### src/rtl/rstctl_pkg.sv
package rstctl_pkg;

  // bit positions inside the control byte (decoded by the sequencer)
  localparam int unsigned FULL_BIT = 1;
  localparam int unsigned CMD_BIT  = 2;
  localparam int unsigned SOFF_BIT = 3;

  typedef enum logic [1:0] {
    ST_IDLE = 2'd0,
    ST_INIT = 2'd1,
    ST_SOFF = 2'd2,
    ST_RST  = 2'd3
  } seq_state_e;

  typedef struct packed {
    logic soff;
    logic full;
  } rst_mode_t;

endpackage

### src/rtl/rstctl_regif.sv
module rstctl_regif
  import rstctl_pkg::*;
#(
  parameter int unsigned        ADDR_W    = 16,
  parameter int unsigned        DATA_W    = 8,
  parameter logic [ADDR_W-1:0]  PORT_ADDR = 16'h0CF9
) (
  input  logic              clk,
  input  logic              rst,
  input  logic              port_en,
  input  logic [ADDR_W-1:0] io_addr,
  input  logic              io_wr,
  input  logic              io_rd,
  input  logic [DATA_W-1:0] io_wdata,
  output logic [DATA_W-1:0] io_rdata,
  output logic              cmd_go,
  output rst_mode_t         cmd_mode,
  output rst_mode_t         keep_mode
);

  logic              hit;
  logic [DATA_W-1:0] rb_vec;
  logic              unused_wbits;

  assign hit          = port_en && (io_addr == PORT_ADDR);
  assign unused_wbits = ^io_wdata;

  // read-back image: only the two stored mode bits are visible
  generate
    for (genvar i = 0; i < DATA_W; i++) begin : g_rb
      if (i == FULL_BIT) begin : g_full
        assign rb_vec[i] = keep_mode.full;
      end else if (i == SOFF_BIT) begin : g_soff
        assign rb_vec[i] = keep_mode.soff;
      end else begin : g_zero
        assign rb_vec[i] = 1'b0;
      end
    end
  endgenerate

  always_ff @(posedge clk) begin
    if (rst) begin
      keep_mode <= '0;
      cmd_mode  <= '0;
      cmd_go    <= 1'b0;
      io_rdata  <= '0;
    end else begin
      cmd_go   <= hit && io_wr && io_wdata[CMD_BIT];
      io_rdata <= (hit && io_rd) ? rb_vec : '0;
      if (hit && io_wr) begin
        keep_mode.full <= io_wdata[FULL_BIT];
        keep_mode.soff <= io_wdata[SOFF_BIT];
        cmd_mode.full  <= io_wdata[FULL_BIT];
        cmd_mode.soff  <= io_wdata[SOFF_BIT];
      end
    end
  end

endmodule

### src/rtl/rstctl_trig.sv
module rstctl_trig (
  input  logic clk,
  input  logic rst,
  input  logic pwr_good,
  input  logic wdt_timeout,
  input  logic no_reboot,
  output logic ext_go
);

  logic pg_q;
  logic wd_q;
  logic wd_cond;

  assign wd_cond = wdt_timeout && !no_reboot;

  always_ff @(posedge clk) begin
    if (rst) begin
      pg_q   <= pwr_good;
      wd_q   <= wd_cond;
      ext_go <= 1'b0;
    end else begin
      pg_q   <= pwr_good;
      wd_q   <= wd_cond;
      ext_go <= (pg_q && !pwr_good) || (wd_cond && !wd_q);
    end
  end

endmodule

### src/rtl/rstctl_fsm.sv
module rstctl_fsm
  import rstctl_pkg::*;
#(
  parameter int unsigned INIT_CYC = 16,
  parameter int unsigned FULL_CYC = 57750,
  parameter int unsigned SOFF_CYC = 132000000
) (
  input  logic      clk,
  input  logic      rst,
  input  logic      cmd_go,
  input  rst_mode_t cmd_mode,
  input  logic      ext_go,
  input  rst_mode_t keep_mode,
  output logic      init_out,
  output logic      pci_rst_out,
  output logic      cpu_rst_out,
  output logic      soft_off_out,
  output logic      busy
);

  localparam int unsigned MAX_A = (INIT_CYC > FULL_CYC) ? INIT_CYC : FULL_CYC;
  localparam int unsigned MAX_C = (MAX_A > SOFF_CYC) ? MAX_A : SOFF_CYC;
  localparam int unsigned CNT_W = $clog2(MAX_C + 1);
  localparam logic [CNT_W-1:0] INIT_LD = CNT_W'(INIT_CYC - 1);
  localparam logic [CNT_W-1:0] FULL_LD = CNT_W'(FULL_CYC - 1);
  localparam logic [CNT_W-1:0] SOFF_LD = CNT_W'(SOFF_CYC - 1);

  seq_state_e       st, st_n;
  logic [CNT_W-1:0] cnt, cnt_n;
  logic             cnt_zero;

  assign cnt_zero = (cnt == '0);

  always_comb begin
    st_n  = st;
    cnt_n = cnt;
    unique case (st)
      ST_IDLE: begin
        if (cmd_go) begin
          if (!cmd_mode.full) begin
            st_n  = ST_INIT;
            cnt_n = INIT_LD;
          end else if (cmd_mode.soff) begin
            st_n  = ST_SOFF;
            cnt_n = SOFF_LD;
          end else begin
            st_n  = ST_RST;
            cnt_n = FULL_LD;
          end
        end else if (ext_go) begin
          if (keep_mode.soff) begin
            st_n  = ST_SOFF;
            cnt_n = SOFF_LD;
          end else begin
            st_n  = ST_RST;
            cnt_n = FULL_LD;
          end
        end
      end
      ST_INIT: begin
        if (cnt_zero) st_n = ST_IDLE;
        else          cnt_n = cnt - 1'b1;
      end
      ST_SOFF: begin
        if (cnt_zero) begin
          st_n  = ST_RST;
          cnt_n = FULL_LD;
        end else begin
          cnt_n = cnt - 1'b1;
        end
      end
      ST_RST: begin
        if (cnt_zero) st_n = ST_IDLE;
        else          cnt_n = cnt - 1'b1;
      end
      default: st_n = ST_IDLE;
    endcase
  end

  always_ff @(posedge clk) begin
    if (rst) begin
      st           <= ST_IDLE;
      cnt          <= '0;
      init_out     <= 1'b0;
      pci_rst_out  <= 1'b0;
      cpu_rst_out  <= 1'b0;
      soft_off_out <= 1'b0;
      busy         <= 1'b0;
    end else begin
      st           <= st_n;
      cnt          <= cnt_n;
      init_out     <= (st_n == ST_INIT);
      pci_rst_out  <= (st_n == ST_SOFF) || (st_n == ST_RST);
      cpu_rst_out  <= (st_n == ST_SOFF) || (st_n == ST_RST);
      soft_off_out <= (st_n == ST_SOFF);
      busy         <= (st_n != ST_IDLE);
    end
  end

endmodule

### src/rtl/rstctl_seq.sv
module rstctl_seq
  import rstctl_pkg::*;
#(
  parameter int unsigned        ADDR_W    = 16,
  parameter int unsigned        DATA_W    = 8,
  parameter logic [ADDR_W-1:0]  PORT_ADDR = 16'h0CF9,
  parameter int unsigned        INIT_CYC  = 16,
  parameter int unsigned        FULL_CYC  = 57750,
  parameter int unsigned        SOFF_CYC  = 132000000
) (
  input  logic              clk,
  input  logic              rst,
  input  logic              port_en,
  input  logic [ADDR_W-1:0] io_addr,
  input  logic              io_wr,
  input  logic              io_rd,
  input  logic [DATA_W-1:0] io_wdata,
  output logic [DATA_W-1:0] io_rdata,
  input  logic              pwr_good,
  input  logic              wdt_timeout,
  input  logic              no_reboot,
  output logic              init_out,
  output logic              pci_rst_out,
  output logic              cpu_rst_out,
  output logic              soft_off_out,
  output logic              busy
);

  logic      cmd_go;
  logic      ext_go;
  rst_mode_t cmd_mode;
  rst_mode_t keep_mode;

  rstctl_regif #(
    .ADDR_W    (ADDR_W),
    .DATA_W    (DATA_W),
    .PORT_ADDR (PORT_ADDR)
  ) u_regif (
    .clk       (clk),
    .rst       (rst),
    .port_en   (port_en),
    .io_addr   (io_addr),
    .io_wr     (io_wr),
    .io_rd     (io_rd),
    .io_wdata  (io_wdata),
    .io_rdata  (io_rdata),
    .cmd_go    (cmd_go),
    .cmd_mode  (cmd_mode),
    .keep_mode (keep_mode)
  );

  rstctl_trig u_trig (
    .clk         (clk),
    .rst         (rst),
    .pwr_good    (pwr_good),
    .wdt_timeout (wdt_timeout),
    .no_reboot   (no_reboot),
    .ext_go      (ext_go)
  );

  rstctl_fsm #(
    .INIT_CYC (INIT_CYC),
    .FULL_CYC (FULL_CYC),
    .SOFF_CYC (SOFF_CYC)
  ) u_fsm (
    .clk          (clk),
    .rst          (rst),
    .cmd_go       (cmd_go),
    .cmd_mode     (cmd_mode),
    .ext_go       (ext_go),
    .keep_mode    (keep_mode),
    .init_out     (init_out),
    .pci_rst_out  (pci_rst_out),
    .cpu_rst_out  (cpu_rst_out),
    .soft_off_out (soft_off_out),
    .busy         (busy)
  );

endmodule

### config.mk
export PLATFORM = sky130hd
export DESIGN_NAME = rstctl_seq
export DESIGN_NICKNAME = d
export VERILOG_FILES = /design/src/rtl/rstctl_pkg.sv /design/src/rtl/rstctl_regif.sv /design/src/rtl/rstctl_trig.sv /design/src/rtl/rstctl_fsm.sv /design/src/rtl/rstctl_seq.sv
export SDC_FILE = /design/constraint.sdc
export NUM_CORES = 1
export LEC_CHECK = 0
export BUFFER_PORTS_ARGS = -buffer_cell sky130_fd_sc_hd__buf_2
export CORE_AREA = 2 2 78 61
export CTS_BUF_LIST = sky130_fd_sc_hd__clkbuf_4 sky130_fd_sc_hd__clkbuf_8
export CTS_CLUSTER_DIAMETER = 80
export CTS_CLUSTER_SIZE = 16
export DETAILED_ROUTE_END_ITERATION = 16
export DIE_AREA = 0 0 80 63
export GPL_ROUTABILITY_DRIVEN = 0
export GPL_TIMING_DRIVEN = 0
export HOLD_SLACK_MARGIN = 0.12
export PLACE_DENSITY = 0.78
export SLEW_MARGIN = 20
export SYNTH_ARGS = -nofsm -noshare
export SYNTH_HDL_FRONTEND = slang
export SYNTH_SLANG_ARGS = --single-unit
### constraint.sdc
create_clock -name clk -period 2.4 [get_ports clk]
set_clock_uncertainty 0.15 [all_clocks]
set_input_delay 0.24 -clock clk [delete_from_list [all_inputs] [get_ports clk]]
set_output_delay 0.24 -clock clk [all_outputs]
set_load 0.03 [all_outputs]
# Yosys cells after proc, flatten, opt, wreduce, memory -nomap -nowiden
# Cells that the tools add are included.
[word_totals]
input_bits = 32
n_memories = 0
rom_bits = 0
output_inout_bits = 13
latch_bits = 0
ram_bits = 0
regBits = 47
word_cells = 57
[op_classes]
n_div = 0
n_reduce_logical = 18
add_sub_neg = 1
n_bitwise = 1
magnitude_cmp = 0
n_eq_ne = 9
n_mux = 14
n_shift = 0
mul = 0
[op_table]
columns = ["operator", "n"]
rows = [
  ["27-bit 2-to-1 mux", 6],
  ["27-bit case mux with 3 select lines", 1],
  ["27-bit zero test", 1],
  ["27-bit by 1-bit subtractor with 27-bit output (second input constant)", 1],
  ["16-bit by 12-bit == test with 1-bit output (second input constant)", 1],
  ["2-bit 2-to-1 mux", 5],
  ["2-bit == test (second input constant)", 4],
  ["1-bit logical AND", 7],
  ["2-bit case mux with 3 select lines", 1],
  ["2-bit by 1-bit == test with 1-bit output (second input constant)", 2],
  ["2-bit OR reduction", 2],
  ["1-bit zero test", 3],
  ["3-bit inequality test (second input constant)", 1],
  ["2-bit zero test", 1],
  ["1-bit logical OR", 2],
  ["2-bit inequality test (second input constant)", 1],
  ["2-bit AND reduction", 1],
  ["2-bit nonzero test", 1],
  ["1-bit 2-to-1 mux", 1],
  ["1-bit inverter", 1],
]

# Logic depth before layout (Yosys ltp)
# Gate-level depths: netlist (run 1).
[logic_depth]
word_depth = 6
depth_mapped = 8
depth_no_buf = 7

# Cells and area by module
# A second synthesis (run 1) with hierarchy kept.
[unflattened]
hier_cells = 296
hier_area_um2 = 2434.8
[modules_own_cells]
columns = ["module", "seq_area_each_um2", "cells_each", "instances", "area_per_inst_um2"]
rows = [
  ["rstctl_fsm", 660.6, 257, 1, 2010.7],
  ["rstctl_regif", 100.1, 32, 1, 326.6],
  ["rstctl_trig", 60.1, 7, 1, 97.6],
]

# Worst setup path before layout (run 1)
# OpenSTA, ideal clock, no wires.
[synth_path]
kind = "reg2reg"
startpoint = "reg u_fsm.cnt[21]"
endpoint = "reg u_fsm.cnt[17]"
setup_ns = 0.117
synth_period_minus_slack_ns = 2.127
path_slack_ns = 0.273
path_buffers = 0
arrival_time_ns = 1.860
t_required_ns = 2.133
stages_incl_launch_ff = 6
cell_sequence = "dfxtp_1 nor4_4 nand4b_4 o41ai_4 o21ai_0 a32o_1"
[synth_via]
elab_chain_len = 3
elab_cells_between_ends = 5
classes_between = "eq/ne (1); mux (2); reduce/logical (2)"
[synth_lines]
columns = ["element", "line_no", "text"]
rows = [
  ["start, declared", "rstctl_fsm.sv:29", "logic [CNT_W-1:0] cnt, cnt_n;"],
  ["start signal, assigned", "rstctl_fsm.sv:91", "cnt <= cnt_n;"],
  ["27-bit zero test *", "rstctl_fsm.sv:32", "assign cnt_zero = (cnt == '0);"],
  ["27-bit 2-to-1 mux / 2-bit inequality test (equally long branches)", "--", ""],
  ["27-bit case mux with 3 select lines / 2-bit AND reduction (equally long branches)", "--", ""],
]
# Mark *: on every way between the ends. The rest lies on a longest branch, timed or not.
# A chain may end at the register's enable or synchronous reset.

# Worst setup path after layout (run 1)
[layout_path]
startpoint = "reg u_fsm.cnt[22]"
endpoint = "reg u_fsm.cnt[24]"
[layout_via]
elab_chain_len = 3
elab_cells_between_ends = 7
classes_between = "add/sub (1); eq/ne (1); mux (3); reduce/logical (2)"
[layout_lines]
columns = ["element", "line_no"]
rows = [
  ["27-bit by 1-bit subtractor with 27-bit output / 27-bit zero test (equally long branches)", "--"],
  ["27-bit 2-to-1 mux, or another cell as far along", "rstctl_fsm.sv:61, rstctl_fsm.sv:73"],
  ["27-bit case mux with 3 select lines / 2-bit AND reduction (equally long branches)", "--"],
]
# Several ways; a longest one is shown, not always the timed one. The select of a mux whose other input is x is not followed.

==> run_results.csv, run 1 <==
group,metric,value,unit
timing,max_freq,431,MHz
synthesis,synth_xor_area_share,0,%
die,die_area,5040,um^2
clocking,cts_sinks,41,
timing,tightest_slew,0.697,ns
synthesis,synthTopCellsByCount,"41 x dfxtp_1, 30 x nor2_1, 29 x a21oi_1",
synthesis,avgSynthCellArea,8.18,um^2
global_routing,grt_usage,26.1,%
die,core.rowCount,21,
clocking,cts_buffers,5,
synthesis,synth_mux_area_share,1.32,%
finish,finish.utilization,65.9,%
synthesis,synth_cell_types,53,
placement,place_area,2540,um^2
synthesis,ys_warn_count,0,
drt,vias_per_cell,6.23,
finish,drive_gt1_share,24.3,%
finish,postLayoutCellArea,2840,um^2
worst_setup_path,crit_chain,"nor4_4 -> nand4b_4 -> o41a_4 -> nand2b_1 -> o21ai_0 -> a32o_1",
drt,wl_per_cell,16.9,um
clocking,clkSlewWorstSetupHoldPaths,0.09,ns
timing,fin_setup_tns,0,ns
drt,drc,0,
synthesis,yosys.area_share.simple,32.0,%
clocking,root_buffer,"clkbuf_8",
die,die_x,80,um
worst_setup_path,start_kind,"register",
placement,placed_cells,374,
drt,first_iter_violations,464,
die,ios,45,
timing,post-route-period-util,96.7,%
worst_setup_path,worstPathArrival,2.38,ns
timing,holdWs,0.190,ns
synthesis,syn_area,2280,um^2
finish,register_area,821,um^2
finish,area_delta_synth_final,24.5,%
synthesis,async_flop_share,0,%
timing,slew_headroom,53.3,%
global_routing,met1_usage,39.4,%
drt,ant_nets,0,
worst_setup_path,cp_max_fo,9,
synthesis,synth-seq-cells,41,
timing,min_period,2.32,ns
worst_setup_path,cpPeakStageDelay,0.58,ns
synthesis,synth-seq-area-share,36.0,%
clocking,cts_buffer_depth,2,
die,die_h,63,um
timing,fin_ws,0.0793,ns
finish,fillerInstances,359,
pwr,total_power,3.26,mW
drt,drt-pass1-iter-count,6,
clocking,clk_latency,0.31,ns
flow_run,max-cap-violations,0,
clocking,htreeDepth,2,
synthesis,synth_top_area_share,36.0,%
synthesis,synthFlopType,"dfxtp_1",
placement,portBuffers,33,
global_routing,grt_util_met3,5.35,%
drt,vias,2460,
timing,hold_viol_final,0,
worst_setup_path,critPathRequiredTime,2.46,ns
finish,final-instance-count-excl-fill,395,
global_routing,antenna_found_initial,0,
synthesis,synth_area_leaders,"dfxtp_1 36%, a21oi_1 6.4%, nor2_1 4.9%",
global_routing,use_met2,36.5,%
die,start_util,53.0,%
timing,setup_viol,0,
synthesis,synth.most_common_cell,"dfxtp_1",
finish,finalNetCount,370,
synthesis,synth_top_area_cell,"dfxtp_1",
worst_setup_path,worstSetupPathType,"reg2reg",
global_routing,grt_pass1_vias,2066,
global_routing,busiest_layer,"met1",
synthesis,synth-compound-area-share,24.6,%
worst_setup_path,cp-end-kind,"register",
global_routing,grt_first_pass_wirelength,10400,um
clocking,cts_tree,"built",
finish,multi_input_area,1420,um^2
synthesis,synth_cells,279,
pwr,peakVddDrop,0.608,mV
drt,totalWireLength,6670,um
synthesis,synthAdderAreaFrac,0.548,%
die,design.core.area,4310,um^2
global_routing,grt_max_degree,15,
global_routing,gr-total-overflow,0,
outcome,status,"finished, final reports clean",
min_path,min_path_type,"in2reg",
timing,drv_slew,0,
pwr,p_leak,1.17,nW
finish,antenna_cells,0,
placement,pre_cts_ws,-0.260,ns
pwr,powerDensity,1150,nW/um^2
synthesis,synth_edf_count,0,
synthesis,synth_top_family_by_area,"simple AND/OR/NAND/NOR gates",
placement,hpwlAfterDp,4320,um
worst_setup_path,slowest_stage,"o41a_4",
-- power breakdown --
part / total [mW] / switching (mW) / internal, mW
Sequential: 0.941 / 0.142 / 0.799
Combinational: 1.75 / 1.12 / 0.626
Clock: 0.571 / 0.260 / 0.311
-- state kept, by name, indices dropped and copies added (netlist names) --
name	cells
u_fsm.busy	1
u_fsm.cnt	27
u_fsm.cpu_rst_out	1
u_fsm.init_out	1
u_fsm.soft_off_out	1
u_fsm.st	2
u_regif.cmd_go	1
u_regif.cmd_mode	2
u_regif.io_rdata	2
u_trig.ext_go	1
u_trig.pg_q	1
u_trig.wd_q	1
-- path summary, 6_finish.rpt --
kind	depth (start not counted)	slack, ns	endpoint	startpoint
hold reg to reg	3	0.35	u_trig.ext_go	u_trig.wd_q
setup reg to reg	6	0.08	u_fsm.cnt[24]	u_fsm.cnt[22]
setup / recovery	6	0.08	u_fsm.cnt[24]	u_fsm.cnt[22]
hold / removal	3	0.19	u_regif.io_rdata[3]	io_rd
-- repair_timing --
action | 4_1_cts | 5_1_grt
pin swaps | 2 | 5
buffers inserted | 2 | 4
gates resized for setup | 6 | 9
hold buffers | 8 | 0
setup endpoints to repair | 24 | 25
hold endpoints to repair | 7 | 0
-- critical path, delay by kind of cell (launching register included) --
family           cells  cell delay, ns
flip-flops           1            0.38
AO/OA/AOI/OAI        3            0.89
AND/OR/NAND/NOR      3            0.79
-- layout make-up --
type | count | area share (%)
plain buffers | 16 | 3.17
inverters | 8 | 1.06
flip-flops and latches | 41 | 28.9
clock buffers | 5 | 2.42
repair buffers | 47 | 10.2
multi-input cells | 218 | 50.1
clock inverters | 3 | 1.63
well taps | 57 | 2.51
-- cell usage in the layout (no fill, tap or decap), types with 3 or more instances in the layout --
| cell | n |
|---|---|
| dfxtp_1 | 41 |
| buf_2 | 35 |
| nor2_1 | 28 |
| a21oi_1 | 28 |
| o21ai_0 | 21 |
| nand2_1 | 18 |
| nand3_1 | 15 |
| nor3_1 | 13 |
| buf_4 | 13 |
| inv_1 | 8 |
| dlygate4sd3_1 | 8 |
| clkbuf_1 | 6 |
| a31oi_1 | 6 |
| nor4_1 | 6 |
| a32o_1 | 6 |
| conb_1 | 6 |
| clkbuf_8 | 5 |
| nor3_4 | 4 |
| nand2b_1 | 4 |
| and2_1 | 4 |
| nor3b_1 | 4 |
| or3_1 | 3 |
| nand4_1 | 3 |
| o41ai_1 | 3 |
| mux2i_1 | 3 |
-- routing by layer --
metal | routed length, um | vias up
li1 | - | 1154
met1 | 2940 | 1118
met2 | 2890 | 166
met3 | 690 | 22
met4 | 146 | 0
met5 | 0 | -
-- kinds of logic after synthesis --
group                    count (synthesis)
AO/OA/AOI/OAI                           84
adder cells (fa/ha/maj)                  1
buffers and inverters                   25
flip-flops                              41
multiplexers                             3
other                                    1
AND/OR/NAND/NOR                        124
Power figures use the tool's default switching activity.
==> inputs of run 2 (changes only) <==
--- a/config.mk
+++ b/config.mk
@@ -6,16 +6,18 @@
 export NUM_CORES = 1
 export LEC_CHECK = 0
 export BUFFER_PORTS_ARGS = -buffer_cell sky130_fd_sc_hd__buf_2
-export CORE_AREA = 2 2 78 61
+export CELL_PAD_IN_SITES_DETAIL_PLACEMENT = 0
+export CELL_PAD_IN_SITES_GLOBAL_PLACEMENT = 1
+export CORE_AREA = 2 2 94 74
 export CTS_BUF_LIST = sky130_fd_sc_hd__clkbuf_4 sky130_fd_sc_hd__clkbuf_8
 export CTS_CLUSTER_DIAMETER = 80
 export CTS_CLUSTER_SIZE = 16
 export DETAILED_ROUTE_END_ITERATION = 16
-export DIE_AREA = 0 0 80 63
+export DIE_AREA = 0 0 96 76
 export GPL_ROUTABILITY_DRIVEN = 0
 export GPL_TIMING_DRIVEN = 0
 export HOLD_SLACK_MARGIN = 0.12
-export PLACE_DENSITY = 0.78
+export PLACE_DENSITY_LB_ADDON = 0.1
 export SLEW_MARGIN = 20
 export SYNTH_ARGS = -nofsm -noshare
 export SYNTH_HDL_FRONTEND = slang
==> run 2 against run 1 <==
Net effect: die area increased by 45%; power decreased by 1.7%; critical path depth unchanged; combinational power about the same; sequential share of layout area decreased by 0.38 points.
==> run_results.csv, run 2 (synthesis gave the netlist of run 1 again) <==
group,metric,value,unit
die,die_x,96,um
timing,drv_slew,0,
outcome,status,"finished, final reports clean",
clocking,root_buffer,"clkbuf_8",
worst_setup_path,slowest_stage,"o41a_4",
global_routing,grt_pass1_vias,2182,
clocking,htreeDepth,2,
drt,drc,0,
die,design.core.area,6470,um^2
drt,ant_nets,0,
timing,post-route-period-util,95.9,%
timing,hold_viol_final,0,
min_path,hold_end,"u_regif.io_rdata[3]",
die,die_h,76,um
worst_setup_path,crit_buf_inv,0,
die,start_util,35.3,%
clocking,cts_tree,"built",
worst_setup_path,timing.rr.end,"u_fsm.cnt[20]",
worst_setup_path,ff2ff_setup_slack,0.1,ns
clocking,cts_sinks,41,
timing,setup_viol,0,
timing,min_period,2.30,ns
finish,final_common_cell,"dfxtp_1",
worst_setup_path,cp-end-kind,"register",
pwr,powerDensity,1110,nW/um^2
die,die_area,7300,um^2
finish,drive_gt1_share,25.3,%
min_path,min_path_type,"in2reg",
worst_setup_path,r2r_start,"u_fsm.cnt[21]",
die,ios,45,
global_routing,grt_usage,20.0,%
placement,hpwlAfterDp,4970,um
clocking,clk_latency,0.30,ns
finish,layout_common_cells,"41 x dfxtp_1, 35 x buf_2, 28 x nor2_1, 28 x a21oi_1, 21 x o21ai_0",
clocking,cts_buffer_depth,2,
finish,area_delta_synth_final,26.2,%
finish,finalNetCount,373,
drt,vias,2382,
timing,fin_ws,0.0994,ns
pwr,peakVddDrop,0.428,mV
placement,placed_cells,401,
drt,first_iter_violations,125,
global_routing,antenna_found_initial,0,
pwr,p_leak,1.18,nW
clocking,cts_buffers,5,
worst_setup_path,reg2regPathDepth,6,
timing,max_freq,435,MHz
worst_setup_path,start_kind,"register",
global_routing,grt_max_degree,12,
worst_setup_path,worstSetupPathType,"reg2reg",
worst_setup_path,worstPathArrival,2.34,ns
finish,fillerInstances,667,
finish,top_register,"u_fsm.cnt",
drt,totalWireLength,6990,um
min_path,hold_start,"io_rd",
min_path,holdPathStages,3,
drt,vias_per_cell,5.62,
worst_setup_path,crit_chain,"nor4_4 -> nand4b_4 -> o41a_4 -> nand2b_1 -> o31ai_1 -> a32o_1",
placement,pre_cts_ws,-0.420,ns
worst_setup_path,cpPeakStageDelay,0.58,ns
flow_run,max-cap-violations,0,
worst_setup_path,critPathRequiredTime,2.44,ns
finish,largest_register_ffs,27,
worst_setup_path,critPathTopFamily,"compound AO/OA/AOI/OAI gates",
drt,drt-pass1-iter-count,5,
finish,antenna_cells,0,
placement,portBuffers,33,
timing,tightest_slew,0.733,ns
global_routing,gr-total-overflow,0,
die,core.rowCount,26,
global_routing,grt_first_pass_wirelength,11400,um
finish,final-instance-count-excl-fill,424,
timing,rsz0062_at_grt,"false",
worst_setup_path,cp_max_fo,9,
clocking,clkSlewWorstSetupHoldPaths,0.08,ns
drt,wl_per_cell,16.5,um
timing,slew_headroom,50.9,%
run 2: cell count changes in the layout (fill, tap and decap cells not counted), sizes merged:
cell	delta
buf	+3
bufinv	-1
clkbuf	+2
clkinv	-1
clkinvlp	-1
run 2: worst max path at each step:
stage,cells past startpoint,slack [ns],startpoint,endpoint
after floorplan,5,0.27,u_fsm.cnt[21],u_fsm.cnt[17]
after global placement,8,-0.42,u_fsm.cnt[0],u_fsm.cnt[20]
after detailed placement,8,-0.42,u_fsm.cnt[0],u_fsm.cnt[20]
after CTS,7,0.01,u_fsm.cnt[6],u_fsm.cnt[20]
after global routing,7,0.01,u_fsm.cnt[6],u_fsm.cnt[23]
final,6,0.1,u_fsm.cnt[21],u_fsm.cnt[20]
run 2: per-layer routing:
| layer | share of wire (%) | global-route usage [%] |
|---|---|---|
| met1 | 51 | 31.5 |
| met5 | 0 | 0 |
| met4 | 0.93 | 5.43 |
| met3 | 6.2 | 3.66 |
| met2 | 42 | 27.2 |
run 2: through the flow:
| step | setup TNS [ns] | total power [mW] | hold slack (ns) | cell area, um^2 | utilization (%) |
|---|---|---|---|---|---|
| 6_report | 0 | 3.20 | 0.203 | 2880 | 44.5 |
| 5_1_grt | 0 | 3.43 | 0.213 | 2880 | 44.5 |
| 4_1_cts | 0 | 3.06 | 0.200 | 2800 | 43.3 |
| 3_5_place_dp | -4.79 | 2.48 | 0.212 | 2580 | 39.8 |
| 3_3_place_gp | -7.80 | 2.49 | 0.209 | 2570 | 39.7 |
| 2_1_floorplan | 0 | 2.06 | 0.118 | 2300 | - |
run 2: cell type report:
type / count / area (um^2) / area share (%)
buffer: 16 / 91.3 / 3.17
clock buffer: 7 / 90.1 / 3.13
inverter: 8 / 30.0 / 1.04
multi-input combinational: 218 / 1430 / 49.6
sequential: 41 / 821 / 28.5
tap: 84 / 105 / 3.65
timing repair buffer: 50 / 313 / 10.9
run 2: worst min-delay path, stage by stage:
cell and delay (ns):
buf_2 0.09, nor3b_1 0.13, and2_1 0.14
run 2: repair_timing:
| action | in CTS | in global routing |
|---|---|---|
| gates resized for setup | 8 | 9 |
| setup endpoints to repair | 26 | 19 |
| gates cloned | 0 | 0 |
| hold buffers | 8 | 0 |
| endpoints found under the hold margin | 7 | 0 |
| pin swaps | 2 | 3 |
| buffers inserted | 3 | 6 |
run 2: report_power, final:
group | switching [mW] | internal, mW | leakage [nW] | total (mW)
sequential | 0.142 | 0.799 | 0.335 | 0.941
combinational | 1.12 | 0.665 | 0.797 | 1.78
clock | 0.240 | 0.240 | 0.0477 | 0.480
total | 1.50 | 1.70 | 1.18 | 3.20
==> inputs of run 3 (changes only) <==
--- a/config.mk
+++ b/config.mk
@@ -8,12 +8,12 @@
 export BUFFER_PORTS_ARGS = -buffer_cell sky130_fd_sc_hd__buf_2
 export CELL_PAD_IN_SITES_DETAIL_PLACEMENT = 0
 export CELL_PAD_IN_SITES_GLOBAL_PLACEMENT = 1
-export CORE_AREA = 2 2 94 74
+export CORE_AREA = 5 5 97 77
 export CTS_BUF_LIST = sky130_fd_sc_hd__clkbuf_4 sky130_fd_sc_hd__clkbuf_8
 export CTS_CLUSTER_DIAMETER = 80
 export CTS_CLUSTER_SIZE = 16
 export DETAILED_ROUTE_END_ITERATION = 16
-export DIE_AREA = 0 0 96 76
+export DIE_AREA = 0 0 102 82
 export GPL_ROUTABILITY_DRIVEN = 0
 export GPL_TIMING_DRIVEN = 0
 export HOLD_SLACK_MARGIN = 0.12
==> constraint.sdc (replaced) <==
create_clock -name clk -period 2.3 [get_ports clk]
set_clock_uncertainty 0.15 [all_clocks]
set_input_delay 0.23 -clock clk [delete_from_list [all_inputs] [get_ports clk]]
set_output_delay 0.23 -clock clk [all_outputs]
set_load 0.03 [all_outputs]
==> run 3 against run 2 <==
Net effect: non-clock buffer count is 12 higher; die area is 15% higher; core utilization is 2.6 points higher; via count is 1.8% higher; worst setup slack worse by 0.052 ns; sequential share of layout area is 1.4 points lower; final cell count is 3.1% higher; worst hold slack worse by 0.013 ns.
==> run_results.csv, run 3 (synthesis gave the netlist of run 1 again) <==
group,metric,value,unit
global_routing,met1_usage,26.4,%
clocking,clkSlewWorstSetupHoldPaths,0.09,ns
timing,tightest_slew,0.657,ns
clocking,cts_buffers,5,
clocking,htreeDepth,2,
worst_setup_path,cp-end-kind,"register",
worst_setup_path,crit_chain,"nor4_4 -> nand4b_4 -> buf_4 -> o41a_4 -> nand2b_1 -> o21ai_0 -> a32o_1",
pwr,clkPwrFrac,14.4,%
worst_setup_path,worstSetupPathType,"reg2reg",
finish,area_delta_synth_final,33.6,%
worst_setup_path,r2r_start,"u_fsm.cnt[22]",
worst_setup_path,critPathTopFamily,"simple AND/OR/NAND/NOR gates",
outcome,status,"finished, final reports clean",
die,core.rowCount,26,
global_routing,antenna_found_initial,0,
timing,rsz0062_at_grt,"true",
finish,layout_common_cells,"39 x dfxtp_1, 33 x buf_2, 28 x nor2_1, 26 x a21oi_1, 25 x buf_4",
worst_setup_path,reg2regPathDepth,7,
die,start_util,35.3,%
worst_setup_path,crit_buf_inv,1,
timing,setup_viol,0,
drt,drc,0,
min_path,min_path_type,"in2reg",
timing,hold_viol_final,0,
pwr,total_power,3.65,mW
worst_setup_path,start_kind,"register",
die,die_x,102,um
die,ios,45,
min_path,holdPathStages,4,
timing,drv_slew,0,
worst_setup_path,cp_num_cells,7,
timing,post-route-period-util,97.9,%
worst_setup_path,slowest_stage,"o41a_4",
pwr,combPwrFrac,58.6,%
global_routing,grt_first_pass_wirelength,11500,um
finish,largest_register_ffs,27,
timing,min_period,2.25,ns
global_routing,use_met2,27.3,%
finish,final_common_cell,"dfxtp_1",
finish,drive_gt1_share,30.0,%
pwr,internal_power,1.99,mW
global_routing,grt_pass1_vias,2239,
worst_setup_path,worstPathArrival,2.30,ns
drt,first_iter_violations,143,
clocking,cts_sinks,41,
worst_setup_path,timing.rr.end,"u_fsm.cnt[24]",
clocking,cts_buffer_depth,2,
global_routing,gr-total-overflow,0,
drt,wl_per_cell,16.7,um
clocking,cts_tree,"built",
worst_setup_path,cp_max_fo,9,
finish,finish.utilization,47.1,%
timing,slew_headroom,56.2,%
pwr,swShare,45.5,%
worst_setup_path,critPathRequiredTime,2.35,ns
drt,drt-pass1-iter-count,5,
drt,vias,2426,
clocking,root_buffer,"clkbuf_8",
drt,ant_nets,0,
finish,finalNetCount,385,
worst_setup_path,cpPeakStageDelay,0.42,ns
pwr,peakVddDrop,0.450,mV
placement,hpwlAfterDp,5160,um
flow_run,max-cap-violations,0,
finish,top_register,"u_fsm.cnt",
finish,final-instance-count-excl-fill,437,
pwr,p_seq_share,27.0,%
placement,placed_cells,401,
finish,antenna_cells,0,
timing,max_freq,444,MHz
global_routing,grt_max_degree,13,
clocking,clk_latency,0.30,ns
die,die_h,82,um
worst_setup_path,crit_path_end,"u_fsm.cnt[24]",
global_routing,grt_util_met3,3.14,%
finish,fillerInstances,667,
die,die_area,8360,um^2
global_routing,busiest_layer,"met2",
global_routing,grt_usage,17.9,%
pwr,p_switching,1.66,mW
pwr,p_leak,1.26,nW
worst_setup_path,startpoint,"u_fsm.cnt[22]",
pwr,powerDensity,1200,nW/um^2
placement,portBuffers,33,
drt,vias_per_cell,5.55,
drt,totalWireLength,7280,um
worst_setup_path,ff2ff_setup_slack,0.05,ns
timing,fin_setup_tns,0,ns
die,design.core.area,6470,um^2
==> run 3: cell count changes in the layout (fill, tap and decap cells not counted), moves of 2 or more <==
cell	previous run	this run
a21oi_1	28	26
o21ai_1	0	2
buf_4	16	25
buf_2	35	33
dfxtp_1	41	39
buf_6	0	4
o21ai_0	21	19
==> run 3: power groups by stage <==
stage / sequential (mW) / combinational [mW] / clock, mW
global route: 1.01 / 2.31 / 0.567
CTS: 0.978 / 1.80 / 0.537
floorplan: 0.977 / 1.18 / 0
global placement: 0.981 / 1.62 / 0
finish: 0.986 / 2.14 / 0.526
detailed placement: 0.982 / 1.60 / 0
==> run 3: cell type report <==
type                       instances  area [um^2]  share of cell area [%]
buffer                            16          101                    3.32
multi-input combinational        218         1470                    48.3
tap                               84          105                    3.45
clock inverter                     1         5.00                   0.164
timing repair buffer              62          414                    13.6
sequential                        41          826                    27.1
clock buffer                       7         96.3                    3.16
inverter                           8         30.0                   0.985
==> run 3: metal layers <==
metal	wire length [um]	vias to the layer above
li1	-	1185
met1	3660	1152
met2	3080	82
met3	493	7
met4	42	0
met5	0	-
==> run 3: how the worst min path moves through the flow <==
| stage | startpoint | to |
|---|---|---|
| 6_report | wdt_timeout | u_trig.ext_go |
| 5_1_grt | io_wr | u_regif.cmd_mode[0] |
| 4_1_cts | wdt_timeout | u_trig.ext_go |
| 3_5_place_dp | pwr_good | u_trig.pg_q |
| 3_3_place_gp | pwr_good | u_trig.pg_q |
| 2_1_floorplan | pwr_good | u_trig.pg_q |
==> run 3: tightest hold or removal path, cell delays in order <==
cell and delay, ns:
buf_2 0.07, nor2b_1 0.15, a21oi_1 0.09, nor2_1 0.07
==> run 3: repair_timing <==
| item | in CTS | in global routing |
|---|---|---|
| resized for setup | 11 | 28 |
| endpoints found under the setup margin | 29 | 24 |
| hold buffers | 8 | 0 |
| pin swaps | 5 | 11 |
| endpoints found under the hold margin | 7 | 0 |
| setup buffers | 9 | 12 |
==> run 3: metrics by stage <==
stage,hold WS [ns],instance area (um^2),setup WS (ns)
2_1_floorplan,0.108,2300,0.173
3_3_place_gp,0.199,2570,-0.496
5_1_grt,0.221,3050,-0.0686
4_1_cts,0.185,2880,0.0227
3_5_place_dp,0.202,2580,-0.457
6_report,0.190,3050,0.0477
